<file path="src/rtl/exc_seq_pkg.sv">
package exc_seq_pkg;

  localparam int NUM_KINDS = 7;
  localparam int NUM_BANKS = 5;
  localparam int BANK_IW   = $clog2(NUM_BANKS);
  localparam int PSR_W     = 32;

  typedef enum logic [2:0] {
    K_RST = 3'd0, K_UND = 3'd1, K_SWI = 3'd2, K_PAB = 3'd3,
    K_DAB = 3'd4, K_IRQ = 3'd5, K_FIQ = 3'd6, K_NONE = 3'd7
  } exc_kind_e;

  localparam logic [4:0] MODE_FIQ = 5'b10001;
  localparam logic [4:0] MODE_IRQ = 5'b10010;
  localparam logic [4:0] MODE_SVC = 5'b10011;
  localparam logic [4:0] MODE_ABT = 5'b10111;
  localparam logic [4:0] MODE_UND = 5'b11011;

  // distance from the faulting PC to the stored link
  function automatic logic [3:0] link_offset(exc_kind_e k, logic thumb);
    case (k)
      K_DAB:        return 4'd8;
      K_UND, K_SWI: return thumb ? 4'd2 : 4'd4;
      default:      return 4'd4;
    endcase
  endfunction

  // amount taken off the link when resuming
  function automatic logic [3:0] return_offset(exc_kind_e k);
    case (k)
      K_RST, K_UND, K_SWI: return 4'd0;
      K_DAB:               return 4'd8;
      default:             return 4'd4;
    endcase
  endfunction

  function automatic logic [4:0] vector_addr(exc_kind_e k);
    case (k)
      K_IRQ:   return 5'h18;
      K_FIQ:   return 5'h1C;
      default: return {k, 2'b00};
    endcase
  endfunction

  function automatic logic [4:0] target_mode(exc_kind_e k);
    case (k)
      K_UND:        return MODE_UND;
      K_PAB, K_DAB: return MODE_ABT;
      K_IRQ:        return MODE_IRQ;
      K_FIQ:        return MODE_FIQ;
      default:      return MODE_SVC;
    endcase
  endfunction

  // {hit, bank index}
  function automatic logic [BANK_IW:0] bank_of_mode(logic [4:0] m);
    case (m)
      MODE_FIQ: return {1'b1, BANK_IW'(0)};
      MODE_IRQ: return {1'b1, BANK_IW'(1)};
      MODE_SVC: return {1'b1, BANK_IW'(2)};
      MODE_ABT: return {1'b1, BANK_IW'(3)};
      MODE_UND: return {1'b1, BANK_IW'(4)};
      default:  return '0;
    endcase
  endfunction

endpackage

</file>
<file path="src/rtl/exc_arbiter.sv">
module exc_arbiter
  import exc_seq_pkg::*;
(
  input  logic [NUM_KINDS-1:0] req,
  input  logic                 irq_masked,
  input  logic                 fiq_masked,
  output logic                 grant_vld,
  output exc_kind_e            grant_kind
);
  logic [NUM_KINDS-1:0] elig;

  always_comb begin
    elig = req;
    elig[K_IRQ] = req[K_IRQ] & ~irq_masked;
    elig[K_FIQ] = req[K_FIQ] & ~fiq_masked;
  end

  always_comb begin
    grant_vld  = 1'b1;
    if      (elig[K_RST]) grant_kind = K_RST;
    else if (elig[K_DAB]) grant_kind = K_DAB;
    else if (elig[K_FIQ]) grant_kind = K_FIQ;
    else if (elig[K_IRQ]) grant_kind = K_IRQ;
    else if (elig[K_PAB]) grant_kind = K_PAB;
    else if (elig[K_UND]) grant_kind = K_UND;
    else if (elig[K_SWI]) grant_kind = K_SWI;
    else begin
      grant_vld  = 1'b0;
      grant_kind = K_NONE;
    end
  end
endmodule

</file>
<file path="src/rtl/exc_bank_file.sv">
module exc_bank_file
  import exc_seq_pkg::*;
#(
  parameter int XLEN = 32
) (
  input  logic               clk,
  input  logic               rst_n,
  input  logic               wr_en,
  input  logic [BANK_IW-1:0] wr_idx,
  input  logic [XLEN-1:0]    wr_link,
  input  logic [PSR_W-1:0]   wr_psr,
  input  logic [BANK_IW-1:0] rd_idx,
  output logic [XLEN-1:0]    rd_link,
  output logic [PSR_W-1:0]   rd_psr
);
  logic [XLEN-1:0]  link_q [NUM_BANKS];
  logic [PSR_W-1:0] spsr_q [NUM_BANKS];

  for (genvar b = 0; b < NUM_BANKS; b++) begin : g_bank
    always_ff @(posedge clk or negedge rst_n) begin
      if (!rst_n) begin
        link_q[b] <= '0;
        spsr_q[b] <= '0;
      end else if (wr_en && wr_idx == BANK_IW'(b)) begin
        link_q[b] <= wr_link;
        spsr_q[b] <= wr_psr;
      end
    end
  end

  always_comb begin
    rd_link = '0;
    rd_psr  = '0;
    for (int b = 0; b < NUM_BANKS; b++) begin
      if (rd_idx == BANK_IW'(b)) begin
        rd_link = link_q[b];
        rd_psr  = spsr_q[b];
      end
    end
  end
endmodule

</file>
<file path="src/rtl/exc_entry_seq.sv">
module exc_entry_seq
  import exc_seq_pkg::*;
#(
  parameter int XLEN = 32
) (
  input  logic                 clk,
  input  logic                 rst_n,
  input  logic [NUM_KINDS-1:0] exc_req,
  input  logic                 ret_req,
  input  logic [2:0]           ret_kind,
  input  logic [XLEN-1:0]      pc_in,
  input  logic [PSR_W-1:0]     psr_in,
  output logic                 redir_valid,
  output logic [XLEN-1:0]      redir_pc,
  output logic [PSR_W-1:0]     psr_out,
  output logic                 link_we,
  output logic [XLEN-1:0]      link_val
);
  localparam int OFF_PAD = XLEN - 4;
  localparam int VEC_PAD = XLEN - 5;

  logic            grant_vld;
  exc_kind_e       grant_kind;
  logic            entry_fire;
  logic            bank_wr;
  logic [XLEN-1:0] entry_link;
  logic [PSR_W-1:0] entry_psr;
  logic [BANK_IW:0] wr_bank, rd_bank;
  logic            ret_fire;
  logic [XLEN-1:0] rd_link;
  logic [PSR_W-1:0] rd_psr;
  logic            entry_q;

  exc_arbiter u_arb (
    .req        (exc_req),
    .irq_masked (psr_in[7]),
    .fiq_masked (psr_in[6]),
    .grant_vld  (grant_vld),
    .grant_kind (grant_kind)
  );

  assign entry_fire = grant_vld;
  assign bank_wr    = entry_fire && (grant_kind != K_RST);
  assign entry_link = pc_in + {{OFF_PAD{1'b0}}, link_offset(grant_kind, psr_in[5])};
  assign wr_bank    = bank_of_mode(target_mode(grant_kind));
  assign rd_bank    = bank_of_mode(psr_in[4:0]);
  assign ret_fire   = ret_req && !entry_fire && rd_bank[BANK_IW];

  always_comb begin
    entry_psr      = psr_in;
    entry_psr[4:0] = target_mode(grant_kind);
    entry_psr[5]   = 1'b0;
    entry_psr[7]   = 1'b1;
    if (grant_kind == K_RST || grant_kind == K_FIQ) entry_psr[6] = 1'b1;
  end

  exc_bank_file #(.XLEN(XLEN)) u_banks (
    .clk     (clk),
    .rst_n   (rst_n),
    .wr_en   (bank_wr),
    .wr_idx  (wr_bank[BANK_IW-1:0]),
    .wr_link (entry_link),
    .wr_psr  (psr_in),
    .rd_idx  (rd_bank[BANK_IW-1:0]),
    .rd_link (rd_link),
    .rd_psr  (rd_psr)
  );

  always_ff @(posedge clk or negedge rst_n) begin
    if (!rst_n) begin
      redir_valid <= 1'b0;
      redir_pc    <= '0;
      psr_out     <= '0;
      link_we     <= 1'b0;
      link_val    <= '0;
      entry_q     <= 1'b0;
    end else begin
      redir_valid <= entry_fire || ret_fire;
      entry_q     <= entry_fire;
      link_we     <= bank_wr;
      link_val    <= bank_wr ? entry_link : '0;
      if (entry_fire) begin
        redir_pc <= {{VEC_PAD{1'b0}}, vector_addr(grant_kind)};
        psr_out  <= entry_psr;
      end else if (ret_fire) begin
        redir_pc <= rd_link - {{OFF_PAD{1'b0}}, return_offset(exc_kind_e'(ret_kind))};
        psr_out  <= rd_psr;
      end else begin
        redir_pc <= '0;
        psr_out  <= '0;
      end
    end
  end
endmodule

</file>
<file path="config.mk">
export PLATFORM = sky130hd
export DESIGN_NAME = exc_entry_seq
export DESIGN_NICKNAME = d
export VERILOG_FILES = /design/src/rtl/exc_seq_pkg.sv /design/src/rtl/exc_arbiter.sv /design/src/rtl/exc_bank_file.sv /design/src/rtl/exc_entry_seq.sv
export SDC_FILE = /design/constraint.sdc
export NUM_CORES = 1
export LEC_CHECK = 0
export BUFFER_PORTS_ARGS = -buffer_cell sky130_fd_sc_hd__buf_2
export CAP_MARGIN = 20
export CORE_MARGIN = 2
export CORE_UTILIZATION = 54
export CTS_CLUSTER_DIAMETER = 50
export DETAILED_ROUTE_END_ITERATION = 12
export PLACE_DENSITY = 0.76
export SLEW_MARGIN = 20
export SYNTH_ARGS = -nofsm -noshare
export SYNTH_HDL_FRONTEND = slang
export SYNTH_SLANG_ARGS = --single-unit
</file>
<file path="constraint.sdc">
create_clock -name clk -period 2.9 [get_ports clk]
set_clock_uncertainty 0.1 [all_clocks]
set_input_delay 0.58 -clock clk [delete_from_list [all_inputs] [get_ports clk]]
set_output_delay 0.58 -clock clk [all_outputs]
set_load 0.01 [all_outputs]
</file>
==> key figures, run 1 <==
Run status
  • Status: finished, violations left
  • Failing checks: setup timing

Detailed routing
  • WL per Instance: 21.2 µm
  • Drt pass-1 iters: 8
  • DR vias: 15211
  • Via density: 5.99
  • Antenna viol nets, final: 0
  • Routed WL: 53800 µm
  • Starting DRT DRC Count: 1262
  • Drc violations: 0

STA
  • Hold WS: 213 ps
  • Tcrit/Tclk final: 101%
  • Final WS setup: -31.7 ps
  • Final setup violating endpoints: 8
  • Tmin final: 2930 ps
  • Final Hold Violating Endpoints: 0
  • Worst Max-Slew Pin Slew: 607 ps
  • RSZ-0062 raised after global routing: yes
  • Slew headroom: 59.5%
  • Highest Clock Rate: 341 MHz
  • Fin. max-slew vios: 0

Power and ir drop
  • LEAKAGE: 10.7 nW
  • Pwr dens: 719 nW/µm²
  • Peak supply drop: around 540 µV

Die
  • Die Span Y: 189 µm
  • Die area: 35700 µm²
  • Die X: about 190 µm
  • # IOs: 175
  • Core footprint: between 30000 and 40000 µm²
  • Starting Density: a little over half
  • Cell Rows: 67

Global routing
  • Largest net degree at the start of global routing: 71
  • Initial antenna violation count: 1
  • First-pass GRT wire length: 83900 µm
  • Gr usage total: 30.0%
  • Vias in the first global route: 15437
  • GRT overflow: 0

Cells and area
  • Post-layout util: 71.4%
  • Fillers: 2305
  • P&R area growth vs syn: 29.8%
  • Share of post-route cells with drive strength above 1: 38.1%
  • Layout Nets: 2134
  • Multi-input gate area: ~8300 µm²
  • Sequential Area: 10500 µm²

CTS
  • Clk buf depth: 3
  • CTS root buf: clkbuf_16
  • Clock-pin transition on the worst setup and hold timing paths: 60 ps
  • Later-pin clock latency in the skew report: approximately 550 ps
  • H-tree depth: 2
  • CTS sink cnt: 418
  • Clock buffer count from CTS: 46
  • CTS tree: done

Synthesis
  • Largest cells by area after synthesis: dfrtp_1, mux2_2, a21oi_1
  • YS warnings: 0
  • Sequential share of the synthesized area: 56.6%
  • Count leader, synth: dfrtp_1
  • Post-synth top area share: 56.6%
  • Seq cells post-synth: around 420
  • Post-synth cell types: 70
  • Asr flop ratio synth: 100%
  • Post-synth EDFFs: 0
  • Leading area contributor after synthesis: dfrtp_1
  • Post-synth top flop: dfrtp_1
  • Synth top cells by count: dfrtp_1, nor2_1, mux2_2
  • Post-Synthesis Cells: approximately 1700
  • Synth Area per Inst: 10.8 µm²
  • Post-Syn Area: ~18000 µm²
  • Syn nets: roughly 1800

Critical path
  • Startpoint types: input port
  • Worst Setup End Kind: flop
  • Crit-path max FO: 5
  • CP arrival: 3260 ps
  • CP required: roughly 3200 ps
  • Critical path class: input port to flop

Placement
  • DPL Wire Length: between 30000 and 40000 µm
  • RePlAce Congestion: 0.865
  • Worst slack, placed: -705 ps
  • IO Port Bufs: 174

Flow run
  • Max Cap Viol: 0

Worst hold path
  • Min-delay worst type: input port to flop
power by group:
part	switching (mW)	leakage (nW)	internal (mW)
Sequential	0.617	5.03	6.99
Clock	2.39	0.808	3.76
Combinational	1.76	4.84	1.74
routing by layer:
layer | global-route usage, % | wire length [µm] | part of all wire, %
met5 | 0 | 0 | 0
met4 | 12.7 | 2140 | 4.0
met3 | 5.00 | 3660 | 6.8
met2 | 50.6 | 26600 | 50
met1 | 38.5 | 21400 | 40
repair_timing:
item / 4_1_cts / 5_1_grt
gates cloned: 0 / 0
hold buffers: 1 / 0
hold endpoints to repair: 57 / 0
pin swaps: 12 / 32
setup endpoints to repair: 43 / 135
buffers inserted: 5 / 17
gates resized for setup: 29 / 95
logic make-up (layout without fill, tap and decap cells):
family | count (synthesis) | in the layout | synth area share [%]
buffers and inverters | 136 | 505 | 3.03
adder cells (fa/ha/maj) | 8 | 8 | 0.609
AO/OA/AOI/OAI | 427 | 427 | 14.3
multiplexers | 174 | 174 | 10.6
flip-flops | 418 | 418 | 56.6
XOR/XNOR | 48 | 48 | 2.27
AND/OR/NAND/NOR | 508 | 508 | 12.6
other | 0 | 3 | 0
per-stage QoR:
stage | power [mW] | instance area [µm²] | std cells | setup TNS [ps]
2_1_floorplan | 9.54 | 18900 | 1719 | -18950
3_3_place_gp | 10.7 | 21600 | 2430 | -84800
3_5_place_dp | 10.9 | 21600 | 2430 | -91420
4_1_cts | 17.1 | 23400 | 2522 | -10.0
5_1_grt | 18.0 | 24000 | 2537 | -4880
6_report | 17.3 | 24000 | 2539 | -101
cell usage in the layout (no fill, tap or decap), types with 16 or more instances in the layout:
master	synthesis	routed
dfrtp_1	418	418
buf_4	4	194
nor2_1	196	185
mux2_2	171	171
buf_2	21	168
nand2_1	147	144
a21oi_1	150	120
o21ai_0	127	97
clkbuf_16	0	49
a221oi_1	29	29
a21oi_2	0	27
nand3_1	35	25
nor3_1	28	22
buf_12	0	20
o21ai_1	0	19
xnor2_1	22	17
buf_6	1	17
a21o_1	16	16
xor2_1	26	16
flip-flops by register name, summed over array words and instances (netlist names):
signal / cells
link_val: 32
link_we: 1
psr_out: 32
redir_pc: 32
redir_valid: 1
u_banks.link_q: 160
u_banks.spsr_q: 160
cell type report:
class | count | share of cell area (%)
sequential | 418 | 43.6
inverter | 16 | 0.250
antenna | 3 | 0.0313
clock buffer | 66 | 5.87
timing repair buffer | 403 | 12.2
clock inverter | 20 | 0.970
multi-input combinational | 1165 | 34.7
tap | 448 | 2.34
critical path, stage by stage:
cell and delay (ps):
buf_6 90, nand2b_4 170, buf_4 150, a21o_1 190
a21oi_4 240, nor2_4 80, buf_6 130, ha_4 240
a21o_1 140, a21oi_4 100, nor4_4 190, and3_4 310
nand4_1 160, xor2_2 230, buf_6 160, a21oi_1 70
final timing paths:
check                                           startpoint                              to  slack, ps  cells past startpoint
hold / removal                                  psr_in[13]           psr_out[13]$_DFF_PN0_        210                      3
hold reg to reg             u_banks.link_q[88]$_DFFE_PN0P_  u_banks.link_q[88]$_DFFE_PN0P_        380                      2
max in group asynchronous                            rst_n          link_val[27]$_DFF_PN0_       1390                      3
min in group asynchronous                            rst_n           psr_out[18]$_DFF_PN0_        500                      2
setup reg to reg           u_banks.link_q[131]$_DFFE_PN0P_          redir_pc[27]$_DFF_PN0_         60                     14
setup / recovery                                 psr_in[7]  u_banks.link_q[56]$_DFFE_PN0P_        -30                     16
(Power assumes the default switching activity.)
==> inputs of run 2 (changes only) <==
- CORE_UTILIZATION: 54 -> 55
- PLACE_DENSITY: 0.76 -> 0.74
- clock period: 2.9 -> 3.3 ns (I/O delays scaled with it)
==> run 2 against run 1 <==
  * The run now ends clean
  * Die area decreased by 1.8%
  * Hold slack improved by 65 ps
  * Power decreased by 15%
  * Utilization decreased by 2.6 points
  * Sequential power decreased by 12%
  * Combinational power decreased by 18%
  * Setup slack improved by 110 ps
  * Critical path type unchanged
  * Highest routed layer is now met5
==> key figures, run 2 (same netlist as run 1, synthesis figures left out) <==
Run status
  • Status: finished clean (was finished, violations left)

Cells and area
  • Largest regs: u_banks.link_q x160, u_banks.spsr_q x160 (unchanged)
  • Layout Nets: 2102 (was 2134)
  • P&R area growth vs syn: 23.9% (was 29.8%)
  • Design area: 22900 µm² (was 24000 µm²)
  • Fillers: 2470 (was 2305)
  • Share of post-route cells with drive strength above 1: 32.9% (was 38.1%)
  • Commonest cells after routing, fill and taps aside: dfrtp_1, nor2_1, buf_4 (was dfrtp_1, buf_4, nor2_1)
  • N_diodes: 0 (was 3)
  • Post-layout util: 68.8% (was 71.4%)
  • Finished Layout Cells: 2499 (was 2539)
  • Commonest non-fill, non-tap cell in the layout: dfrtp_1 (unchanged)

Detailed routing
  • Routed WL: 52300 µm (was 53800 µm)
  • Drc violations: 0 (unchanged)
  • WL per Instance: 20.9 µm (was 21.2 µm)
  • Starting DRT DRC Count: 1315 (was 1262)
  • DR vias: 15040 (was 15211)
  • Via density: 6.02 (was 5.99)
  • Antenna viol nets, final: 0 (unchanged)
  • Drt pass-1 iters: 8 (unchanged)

Die
  • Starting Density: 55.5% (was 55.0%)
  • # IOs: 175 (unchanged)
  • Die Span Y: 187 µm (was 189 µm)
  • Cell Rows: 67 (unchanged)
  • Die area: 35100 µm² (was 35700 µm²)
  • Core footprint: 33300 µm² (was 33600 µm²)
  • Die X: 187 µm (was 189 µm)

Critical path
  • CP arrival: 3530 ps (was 3260 ps)
  • Peak per-stage delay on the critical path: 310 ps (about the same)
  • Critical path class: input port to flop (unchanged)
  • Startpoint types: input port (unchanged)
  • R2R depth: 14 (unchanged)
  • CP top delay family: simple AND/OR/NAND/NOR gates (unchanged)
  • CP required: 3610 ps (was 3220 ps)
  • CP bufs+invs: 2 (was 4)
  • Crit-path cells: buf_2, nor2b_2, nor2_1, and3_4, nand3_1, a21oi_2, buf_4, ha_1, fa_2, a21oi_4, nor4_4, and3_4, and2_4, nand3_2, xor2_2, o21ai_0 (was buf_6, nand2b_4, buf_4, a21o_1, a21oi_4, nor2_4, buf_6, ha_4, a21o_1, a21oi_4, nor4_4, and3_4, nand4_1, xor2_2, buf_6, a21oi_1)
  • CP most frequent cell: and3_4 (was buf_6)
  • Crit-path max FO: 6 (was 5)
  • Slowest CP cell: nor4_4 (was and3_4)
  • Worst Setup End Kind: flop (unchanged)
  • Worst path depth: 16 (unchanged)

STA
  • Final setup violating endpoints: 0 (was 8)
  • Tmin final: around 3200 ps
  • Highest Clock Rate: 310 MHz
  • Tcrit/Tclk final: slightly below 100%
  • Worst Max-Slew Pin Slew: 803 ps (was 607 ps)
  • Setup TNS: 0 ps (was -101 ps)
  • Slew headroom: 46.3% (was 59.5%)
  • Fin. max-slew vios: 0 (unchanged)
  • Final Hold Violating Endpoints: 0 (unchanged)

Power and ir drop
  • Peak supply drop: 398 µV (was 537 µV)
  • Pwr Total: 14.7 mW (was 17.3 mW)
  • Switching power: 4.03 mW (was 4.77 mW)
  • Internal Dissipation: 10.6 mW (was 12.5 mW)
  • Clock power frac: 34.9% (was 35.6%)
  • Sw Share: 27.5% (was 27.6%)
  • Flop pwr share: 45.5% (was 44.1%)
  • LEAKAGE: 10.3 nW (was 10.7 nW)
  • Pwr dens: 640 nW/µm² (was 719 nW/µm²)
  • Combinational Power Share: 19.6% (was 20.3%)

CTS
  • CTS sink cnt: 418 (unchanged)
  • CTS root buf: clkbuf_16 (unchanged)
  • CTS tree: done (unchanged)
  • H-tree depth: 2 (unchanged)
  • Clock buffer count from CTS: 45 (was 46)
  • Later-pin clock latency in the skew report: 550 ps (about the same)
  • Clk buf depth: 3 (unchanged)
  • Clock-pin transition on the worst setup and hold timing paths: 60 ps (about the same)

Global routing
  • Gr usage total: 30.0% (about the same)
  • First-pass GRT wire length: 82900 µm (was 83900 µm)
  • Initial antenna violation count: 1 (unchanged)
  • GRT overflow: 0 (unchanged)
  • Vias in the first global route: 14937 (was 15437)
  • Largest net degree at the start of global routing: 71 (unchanged)

Worst hold path
  • Min-delay worst type: input port to flop (unchanged)
  • Hold Crit Depth: 3 (unchanged)

Placement
  • Placed Cells: 2416 (was 2430)
  • RePlAce Congestion: 0.884 (was 0.865)
  • Post-DP Area: 21200 µm² (was 21600 µm²)
  • DPL Wire Length: 33900 µm (was 34500 µm)
  • IO Port Bufs: 174 (unchanged)

Flow run
  • Max Cap Viol: 0 (unchanged)
-- run 2: cell types whose count changed in the layout (fill, tap and decap cells not counted), moves of 7 or more --
cell | before | now
o21ai_2 | 11 | 1
a21oi_2 | 27 | 3
nand3_1 | 25 | 32
buf_6 | 17 | 0
a21oi_1 | 120 | 145
buf_4 | 194 | 184
o21ai_1 | 19 | 2
nor2_1 | 185 | 192
buf_12 | 20 | 13
o21ai_0 | 97 | 124
-- run 2: timing repair --
| item | 4_1_cts | 5_1_grt |
|---|---|---|
| resized for setup | 5 | 14 |
| buffers inserted | 0 | 2 |
| setup endpoints to repair | 19 | 69 |
| endpoints found under the hold margin | 53 | 0 |
| hold buffers | 1 | 0 |
| pin swaps | 2 | 8 |
-- run 2: final cells by class --
cell class                 count  area [µm²]  share of cell area [%]
clock buffer                  63        1330                    5.79
clock inverter                17         206                   0.902
multi-input combinational   1165        7750                    33.9
inverter                      16        60.1                   0.262
timing repair buffer         372        2530                    11.1
tap                          448         561                    2.45
sequential                   418       10500                    45.7
-- run 2: through the flow --
| stage | hold WS [ps] | setup slack, ps |
|---|---|---|
| 2_1_floorplan | 264 | -474 |
| 3_3_place_gp | 355 | -539 |
| 4_1_cts | 270 | 26.2 |
| 3_5_place_dp | 363 | -674 |
| 5_1_grt | 290 | -16.9 |
| 6_report | 278 | 78.9 |
-- run 2: path summary, 6_finish.rpt --
check,slack (ps),to,start
worst max-delay path,80,u_banks.link_q[95]$_DFFE_PN0P_,exc_req[6]
worst min-delay path,280,psr_out[23]$_DFF_PN0_,psr_in[23]
worst max register to register,350,redir_pc[23]$_DFF_PN0_,u_banks.link_q[131]$_DFFE_PN0P_
worst min register to register,380,u_banks.link_q[77]$_DFFE_PN0P_,u_banks.link_q[77]$_DFFE_PN0P_
max in group asynchronous,1700,u_banks.spsr_q[55]$_DFFE_PN0P_,rst_n
min in group asynchronous,580,u_banks.spsr_q[31]$_DFFE_PN0P_,rst_n
-- run 2: power by group through the flow --
stage	sequential [mW]	clock (mW)	combinational [mW]
floorplan	6.61	0	1.75
global placement	6.67	0	2.70
detailed placement	6.73	0	2.81
CTS	6.65	5.17	2.84
global route	6.78	5.38	3.15
finish	6.67	5.11	2.87
-- run 2: worst min-delay path, stage by stage --
cell     delay, ps
buf_2          130
nand2_1         50
o21ai_0         60
-- run 2: routing by layer --
layer | share of wire (%) | global-route usage (%) | wire length, µm
met1 | 41 | 41.8 | 21600
met2 | 48 | 48.9 | 25300
met3 | 8.0 | 4.77 | 4170
met4 | 2.5 | 8.82 | 1300
met5 | 0.023 | 0 | 12
